[src/rtl/bipg1_pkg.sv]
package bipg1_pkg;
  localparam int BYTE_W = 8;
  localparam int CNT_W  = 4;
  localparam int XBITS  = 3;

  typedef struct packed {
    logic [CNT_W-1:0] febe;
    logic             rai;
    logic [XBITS-1:0] xbits;
  } status_t;
endpackage

[src/rtl/bip_accum.sv]
module bip_accum #(
  parameter int W = 8
) (
  input  logic         clk,
  input  logic         rst_n,
  input  logic         take,
  input  logic         sof,
  input  logic         framed,
  input  logic [W-1:0] data,
  output logic [W-1:0] ref_bip,
  output logic         ref_ok
);
  logic [W-1:0] acc_q, prev_q;
  logic         have_q, prev_ok_q;

  // a start byte closes the running frame in the same cycle
  always_comb begin
    ref_bip = sof ? acc_q  : prev_q;
    ref_ok  = sof ? have_q : prev_ok_q;
  end

  always_ff @(posedge clk) begin
    if (!rst_n) begin
      acc_q     <= '0;
      prev_q    <= '0;
      have_q    <= 1'b0;
      prev_ok_q <= 1'b0;
    end else if (!framed) begin
      have_q    <= 1'b0;
      prev_ok_q <= 1'b0;
    end else if (take) begin
      if (sof) begin
        prev_q    <= acc_q;
        prev_ok_q <= have_q;
        acc_q     <= data;
        have_q    <= 1'b1;
      end else begin
        acc_q <= acc_q ^ data;
      end
    end
  end
endmodule

[src/rtl/bit_diff_count.sv]
module bit_diff_count #(
  parameter int W = 8,
  localparam int CW = $clog2(W + 1)
) (
  input  logic [W-1:0]  a,
  input  logic [W-1:0]  b,
  output logic [CW-1:0] count
);
  logic [W-1:0]  diff;
  logic [CW-1:0] part [W+1];

  assign diff    = a ^ b;
  assign part[0] = '0;

  for (genvar i = 0; i < W; i++) begin : g_sum
    assign part[i+1] = part[i] + CW'(diff[i]);
  end

  assign count = part[W];
endmodule

[src/rtl/rai_timer.sv]
module rai_timer #(
  parameter int CFG_W    = 4,
  parameter int MIN_SECS = 2,
  parameter int MAX_SECS = 10,
  localparam int SW = $clog2(MAX_SECS + 1)
) (
  input  logic             clk,
  input  logic             rst_n,
  input  logic             framed,
  input  logic             tick,
  input  logic [CFG_W-1:0] cfg_secs,
  output logic             rai
);
  logic [SW-1:0] secs_q, limit;

  always_comb begin
    if (int'(cfg_secs) < MIN_SECS)      limit = SW'(MIN_SECS);
    else if (int'(cfg_secs) > MAX_SECS) limit = SW'(MAX_SECS);
    else                                limit = SW'(cfg_secs);
  end

  always_ff @(posedge clk) begin
    if (!rst_n || framed) begin
      secs_q <= '0;
      rai    <= 1'b0;
    end else if (tick && !rai) begin
      secs_q <= secs_q + 1'b1;
      if (secs_q + 1'b1 >= limit) rai <= 1'b1;
    end
  end
endmodule

[src/rtl/status_out.sv]
module status_out #(
  parameter int W = 8
) (
  input  logic         clk,
  input  logic         rst_n,
  input  logic         load,
  input  logic [W-1:0] din,
  output logic [W-1:0] dout,
  output logic         valid,
  input  logic         ready
);
  always_ff @(posedge clk) begin
    if (!rst_n) begin
      dout  <= '0;
      valid <= 1'b0;
    end else if (load) begin
      dout  <= din;
      valid <= 1'b1;
    end else if (valid && ready) begin
      valid <= 1'b0;
    end
  end
endmodule

[src/rtl/bip_g1_gen.sv]
module bip_g1_gen
  import bipg1_pkg::*;
#(
  parameter int CFG_W    = 4,
  parameter int MIN_SECS = 2,
  parameter int MAX_SECS = 10
) (
  input  logic             clk,
  input  logic             rst_n,
  input  logic [7:0]       rx_data,
  input  logic             rx_valid,
  output logic             rx_ready,
  input  logic             rx_sof,
  input  logic             rx_b1,
  input  logic             framed,
  input  logic             sec_tick,
  input  logic [CFG_W-1:0] cfg_rai_secs,
  output logic [7:0]       g1_data,
  output logic             g1_valid,
  input  logic             g1_ready
);
  localparam int DCW = $clog2(BYTE_W + 1);

  logic              take, build, rai;
  logic [BYTE_W-1:0] ref_bip;
  logic              ref_ok;
  logic [DCW-1:0]    diff_cnt;
  status_t           word;

  always_ff @(posedge clk) begin
    if (!rst_n) rx_ready <= 1'b0;
    else        rx_ready <= 1'b1;
  end

  assign take  = rx_valid && rx_ready;
  assign build = take && rx_b1;

  bip_accum #(.W(BYTE_W)) u_acc (
    .clk(clk), .rst_n(rst_n), .take(take), .sof(rx_sof), .framed(framed),
    .data(rx_data), .ref_bip(ref_bip), .ref_ok(ref_ok)
  );

  bit_diff_count #(.W(BYTE_W)) u_cnt (
    .a(ref_bip), .b(rx_data), .count(diff_cnt)
  );

  rai_timer #(.CFG_W(CFG_W), .MIN_SECS(MIN_SECS), .MAX_SECS(MAX_SECS)) u_rai (
    .clk(clk), .rst_n(rst_n), .framed(framed), .tick(sec_tick),
    .cfg_secs(cfg_rai_secs), .rai(rai)
  );

  always_comb begin
    word.febe  = (framed && ref_ok) ? CNT_W'(diff_cnt) : '0;
    word.rai   = rai;
    word.xbits = '0;
  end

  status_out #(.W(BYTE_W)) u_out (
    .clk(clk), .rst_n(rst_n), .load(build), .din(word),
    .dout(g1_data), .valid(g1_valid), .ready(g1_ready)
  );
endmodule

[config.mk]
export PLATFORM = sky130hd
export DESIGN_NAME = bip_g1_gen
export DESIGN_NICKNAME = d
export VERILOG_FILES = /design/src/rtl/bipg1_pkg.sv /design/src/rtl/bip_accum.sv /design/src/rtl/bit_diff_count.sv /design/src/rtl/rai_timer.sv /design/src/rtl/status_out.sv /design/src/rtl/bip_g1_gen.sv
export SDC_FILE = /design/constraint.sdc
export NUM_CORES = 1
export LEC_CHECK = 0
export ABC_AREA = 1
export CORE_ASPECT_RATIO = 0.5
export CORE_MARGIN = 10
export CORE_UTILIZATION = 30
export DETAILED_ROUTE_END_ITERATION = 7
export SLEW_MARGIN = 10
export SYNTH_ARGS = -nofsm -noshare
export SYNTH_HDL_FRONTEND = slang
export SYNTH_SLANG_ARGS = --single-unit
[constraint.sdc]
create_clock -name clk -period 4 [get_ports clk]
set_input_delay 0.8 -clock clk [delete_from_list [all_inputs] [get_ports clk]]
set_output_delay 0.8 -clock clk [all_outputs]
set_load 0.01 [all_outputs]
# Word-level counts from Yosys, hierarchy flattened
# Index checks and enable logic that the tools add are counted.
word_totals:
  mem_bits_rw: 0
  mem_bits_ro: 0
  register_bits: 30
  in_bits: 20
  out_inout_bits: 10
  mem_count: 0
  latch_bits: 0
op_classes:
  n_lt_le_gt_ge: 3
  add_sub_neg: 8
  eq_ne: 0
  shift: 0
  n_mul: 0
  div_mod_pow: 0
  muxes: 9
  reduce_logical: 13
  bitwise: 2
ops:
  columns: ["operator", "count"]
  rows:
  - ["$add 4x1->4", 6]
  - ["$mux 8", 2]
  - ["$xor 8x8->8", 2]
  - ["$mux 4", 3]
  - ["$reduce_and 2->1", 4]
  - ["$logic_and 1x1->1", 5]
  - ["$add 4x1->4 const B", 1]
  - ["$ge 4x4->1", 1]
  - ["$gt 4x4->1 const B", 1]
  - ["$lt 4x2->1 const B", 1]
  - ["$mux 1", 4]
  - ["$add 1x1->2", 1]
  - ["$logic_not 1->1", 2]
  - ["$reduce_bool 2->1", 1]
  - ["$logic_or 1x1->1", 1]

# Logic depth before layout (Yosys ltp)
# Gate-level depths: netlist (run 1).
logic_depth:
  word_depth: 10
  depth_mapped: 15
  ltp_nobuf: 13

# Modules after synthesis
# Synthesis (run 1) repeated with hierarchy kept, for this count alone.
hier_totals:
  cells_unflattened: 298
  hier_area_um2: 1893.1
by_module_without_submodules:
  columns: ["mod", "cells_each", "area_per_inst_um2", "n_inst"]
  rows:
  - ["bip_accum", 132, 839.6, 1]
  - ["rai_timer", 54, 360.3, 1]
  - ["bit_diff_count", 59, 314.1, 1]
  - ["status_out", 38, 304.0, 1]
  - ["bip_g1_gen", 15, 75.1, 1]

# Worst setup path before layout (run 1)
# OpenSTA, ideal clock, no wires.
synth_timing:
  path_type: "in2reg"
  startpoint: "input port rx_sof"
  endpoint: "register u_out.dout[6]"
  required_ns: 3.930
  path_slack_ns: 0.047
  t_arrival_ns: 3.882
  path_stages: 14
  setup_time_ns: 0.070
  cell_sequence: "buf_6 > buf_4 > nand2_1 > o21ai_0 > xor2_1 > ha_1 > fa_1 > inv_1 > fa_1 > fa_1 > fa_1 > xnor2_1 > nand2_1 > a21oi_1"
synth_via:
  elab_chain_cells: 10
  word_cells_on_any_way: 12
  cone_classes: "add/sub: 7; mux: 3; bitwise: 1; reduce/logical: 1"
synth_lines:
  columns: ["item", "line", "text"]
  rows:
  - ["from (decl)", "bip_g1_gen.sv:13", "input logic rx_sof,"]
  - ["$mux 8", null, null]
  - ["$xor 8x8->8", "bit_diff_count.sv:12", "assign diff = a ^ b;"]
  - ["$add 1x1->2", "bit_diff_count.sv:16", "assign part[i+1] = part[i] + CW'(diff[i]);"]
  - ["$add 4x1->4 (6 in a row)", "bit_diff_count.sv:16", null]
  - ["$mux 4 *", "bip_g1_gen.sv:53", "word.febe = (framed && ref_ok) ? CNT_W'(diff_cnt) : '0;"]
  - ["to (signal assigned)", "status_out.sv:17", "dout <= din;"]
  - ["to (decl)", "status_out.sv:8", "output logic [W-1:0] dout,"]
# Mark *: on every way between the ends. The rest lies on a longest branch, timed or not.
# A chain may end at the register's enable or synchronous reset.

# Worst setup path after layout (run 1)
layout_timing:
  startpoint: "input port rx_data[0]"
  endpoint: "register u_out.dout[6]"
layout_via:
  elab_chain_cells: 9
layout_lines:
  columns: ["item", "line", "text"]
  rows:
  - ["from (decl)", "bip_g1_gen.sv:10", "input logic [7:0] rx_data,"]
  - ["$xor 8x8->8", "bit_diff_count.sv:12", null]
  - ["$add 1x1->2", "bit_diff_count.sv:16", null]
  - ["$add 4x1->4 (6 in a row)", "bit_diff_count.sv:16", null]
  - ["$mux 4", "bip_g1_gen.sv:53", null]
# No other way between the ends.

==> results.yml, run 1 <==
die:
  initial_core_util_pct: 31.0
  die_w_um: 127
  core_area_um2: 5490
  die-area_um2: 9270
  num_rows: 19
  die_height_um: 73.3
  pin_count: 30
route:
  dr_total_vias: 1482
  drt_iter0_markers: 45
  route.top_layer_used: "met4"
  m1WireLength_um: 1850
  met2_length_um: 1730
  wl_met3_um: 183
  wl_um: 3790
  dr.pass1.iters: 4
  wire_per_inst_um: 11.7
  ant_nets: 0
  drt_drc_violations_left: 0
  viasPerCell: 4.59
cells_and_area:
  antennaDiodeCount: 0
  drive_above_1_share_pct: 7.20
  fin_util_pct: 39.3
  stdcell_area_um2: 2160
  final_nets: 281
  multi_input_area_um2: 910
  syn_to_final_growth_pct: 26.9
  final.fill_count: 528
  seqCellArea_um2: 601
grt:
  grt_pass1_vias: 1387
  grt_pass1_wl_um: 6160
  track_usage_pct: 7.97
  grt_max_degree: 26
  grt-ovfl-total: 0
  grt_antenna_before_repair: 0
yosys:
  synthTopCellsByArea: "dfxtp_1 (35%), nand2_1 (7.7%), o21ai_0 (6.8%)"
  synth_commonest_cells: "nand2_1 (35), dfxtp_1 (30), inv_1 (29)"
  ys.flop_type: "dfxtp_1"
  yosysMostFrequentCell: "nand2_1"
  synth.distinct_cells: 27
  synth_top_area_share_pct: 35.3
  synthCells: 221
  postSynthAreaPerCell_um2: 7.71
  yosysWarnings: 0
  synth-edff-count: 0
  syn_area_um2: 1700
  ys_seq_elements: 30
  seq_area_frac_synth_pct: 35.3
  async_flop_share_pct: 0
  yosysTopAreaCell: "dfxtp_1"
sta:
  period_share_pct: 95.3
  report.final.slew_viol_count: 0
  fmax_mhz: 262
  skew_ps: 5.42
  worstMarginPinSlew_ps: 855
  hold_violations: 0
  rsz0062_at_grt: "false"
  period_needed_ps: 3810
  relSlewSlack_pct: 42.8
  fin_ws_ps: 186
  final-setup-viol-count: 0
clock_tree:
  post_cts_buffers: 0
  cts-htree-levels: 2
  cts_made_buffers: 5
  clk_pin_slew_ps: 50
  clk_path_buf_depth: 2
  clock-sinks: 30
  cts_root_buf: "clkbuf_16"
  cts_tree: "done"
  worst_skew_pair.late_latency_ps: 270
  cts_hold_buf: 0
job:
  max_cap_viol_count: 0
critical_path:
  critPathCaptureType: "register"
  crit_start: "rx_data[0]"
  start_kind: "primary input"
  cp_common_cell: "fa_1"
  worst-setup-path-type: "in2reg"
  crit_path_top_delay_cell: "fa_1"
  cp_max_fo: 3
  reg2reg_to: "u_out.dout[6]$_SDFFE_PN0P_"
  timing.rr.start: "u_acc.acc_q[1]$_SDFFE_PN0P_"
  slowest_delay_ps: 540
  worstSetupEndpoint: "u_out.dout[6]$_SDFFE_PN0P_"
  worstPathCellList: "clkdlybuf4s50_1, xor2_1, ha_1, fa_1, inv_1, fa_1, fa_2, fa_1, xnor2_1, nand2_1, a21oi_1"
  cp.required_ps: 4200
  r2r.worst_path.cells: 12
  rrSetupSlack_ps: 720
  arrival_ps: 4020
placed_design:
  place_area_um2: 2010
  place_hpwl_um: 2870
  io_buffers: 26
  place_congestion: 0.768
  place_worst_setup_slack_ps: -442
hold_path:
  hp-class: "reg2reg"
outcome:
  status: "finished clean"
pwr:
  ir_drop_mv: 0.163
  power_density_nw_per_um2: 401
  leakage_nw: 0.921
==> how the worst min path moves through the flow <==
stage	startpoint	end	slack, ps	depth (start not counted)
after floorplan	u_acc.prev_q[1]$_SDFFE_PN0P_	u_acc.prev_q[1]$_SDFFE_PN0P_	420	2
final	u_acc.prev_q[5]$_SDFFE_PN0P_	u_acc.prev_q[5]$_SDFFE_PN0P_	450	2
after CTS	u_acc.prev_q[7]$_SDFFE_PN0P_	u_acc.prev_q[7]$_SDFFE_PN0P_	450	2
after global routing	u_acc.prev_q[2]$_SDFFE_PN0P_	u_acc.prev_q[2]$_SDFFE_PN0P_	470	2
after detailed placement	u_acc.prev_q[4]$_SDFFE_PN0P_	u_acc.prev_q[4]$_SDFFE_PN0P_	440	2
after global placement	u_acc.prev_q[6]$_SDFFE_PN0P_	u_acc.prev_q[6]$_SDFFE_PN0P_	430	2
==> metrics by stage <==
stage	std cells	hold WS [ps]	total power, mW	setup TNS, ps
after floorplan	223	424	0.447	0
after global placement	315	435	0.497	-725
after detailed placement	315	442	0.501	-922
after CTS	323	450	0.874	0
after global routing	323	471	0.919	0
final	323	447	0.867	0
==> area by class of cell <==
type	count	area share (%)
inverters	33	5.85
flip-flops and latches	30	27.8
well taps	73	4.23
clock inverters	1	0.232
clock buffers	7	6.60
repair buffers	29	13.2
multi-input cells	150	42.1
==> state kept, by name, indices dropped and copies added, names as in the netlist <==
| signal | flops |
|---|---|
| u_acc.acc_q | 8 |
| u_rai.rai | 1 |
| u_rai.secs_q | 4 |
| u_out.valid | 1 |
| u_acc.have_q | 1 |
| rx_ready | 1 |
| u_out.dout | 5 |
| u_acc.prev_ok_q | 1 |
| u_acc.prev_q | 8 |
==> timing repair <==
item | CTS | global route
gates resized for setup | 2 | 3
endpoints found under the setup margin | 2 | 2
pin swaps | 0 | 0
==> layout by cell type (no fill, tap or decap), types with 2 or more instances in the layout <==
| cell type | synthesis | final |
|---|---|---|
| inv_1 | 29 | 29 |
| o21ai_1 | 3 | 4 |
| fa_1 | 4 | 3 |
| buf_4 | 6 | 3 |
| nor2_1 | 17 | 17 |
| a22oi_1 | 8 | 8 |
| a21oi_1 | 20 | 20 |
| inv_2 | 2 | 2 |
| ha_1 | 8 | 8 |
| o21ai_0 | 23 | 22 |
| xnor2_1 | 5 | 5 |
| nand4_1 | 9 | 9 |
| dfxtp_1 | 30 | 30 |
| clkdlybuf4s50_1 | 0 | 24 |
| conb_1 | 1 | 3 |
| nand2_2 | 2 | 2 |
| xor2_1 | 7 | 7 |
| nand2_1 | 35 | 35 |
| clkbuf_16 | 0 | 5 |
| nand3_1 | 2 | 2 |
==> per-layer routing <==
layer,vias to the layer above,global-route usage (%)
met5,-,0
met4,0,3.51
met3,2,2.23
met2,26,12.8
met1,683,9.82
li1,771,-
==> power breakdown <==
part	internal, mW	switching (mW)
logic	0.0816	0.0944
clock network	0.246	0.126
registers	0.312	0.00665
total	0.640	0.227
==> worst max-delay path, delay by kind of cell <==
family,cells,cell delay [ps]
xor gates and xnor gates,2,330
buffers and inverters,2,520
AOI/OAI and AO/OA,1,130
adders and majority gates,5,2170
and+or+nand+nor,1,70
==> cell families after synthesis <==
kind of cell,after synthesis,synth area share (%)
compound gates,56,17.9
xor+xnor,12,6.17
fa+ha+maj,12,10.6
buf+inv,43,11.9
flops,30,35.3
other cells,1,0.220
simple gates,67,17.9
Power figures use the tool's default switching activity.
==> inputs of run 2 (changes only) <==
CAP_MARGIN = 40   (was default)
==> results of run 2 <==
The final DEF is identical to that of run 1; final timing and power are the same.
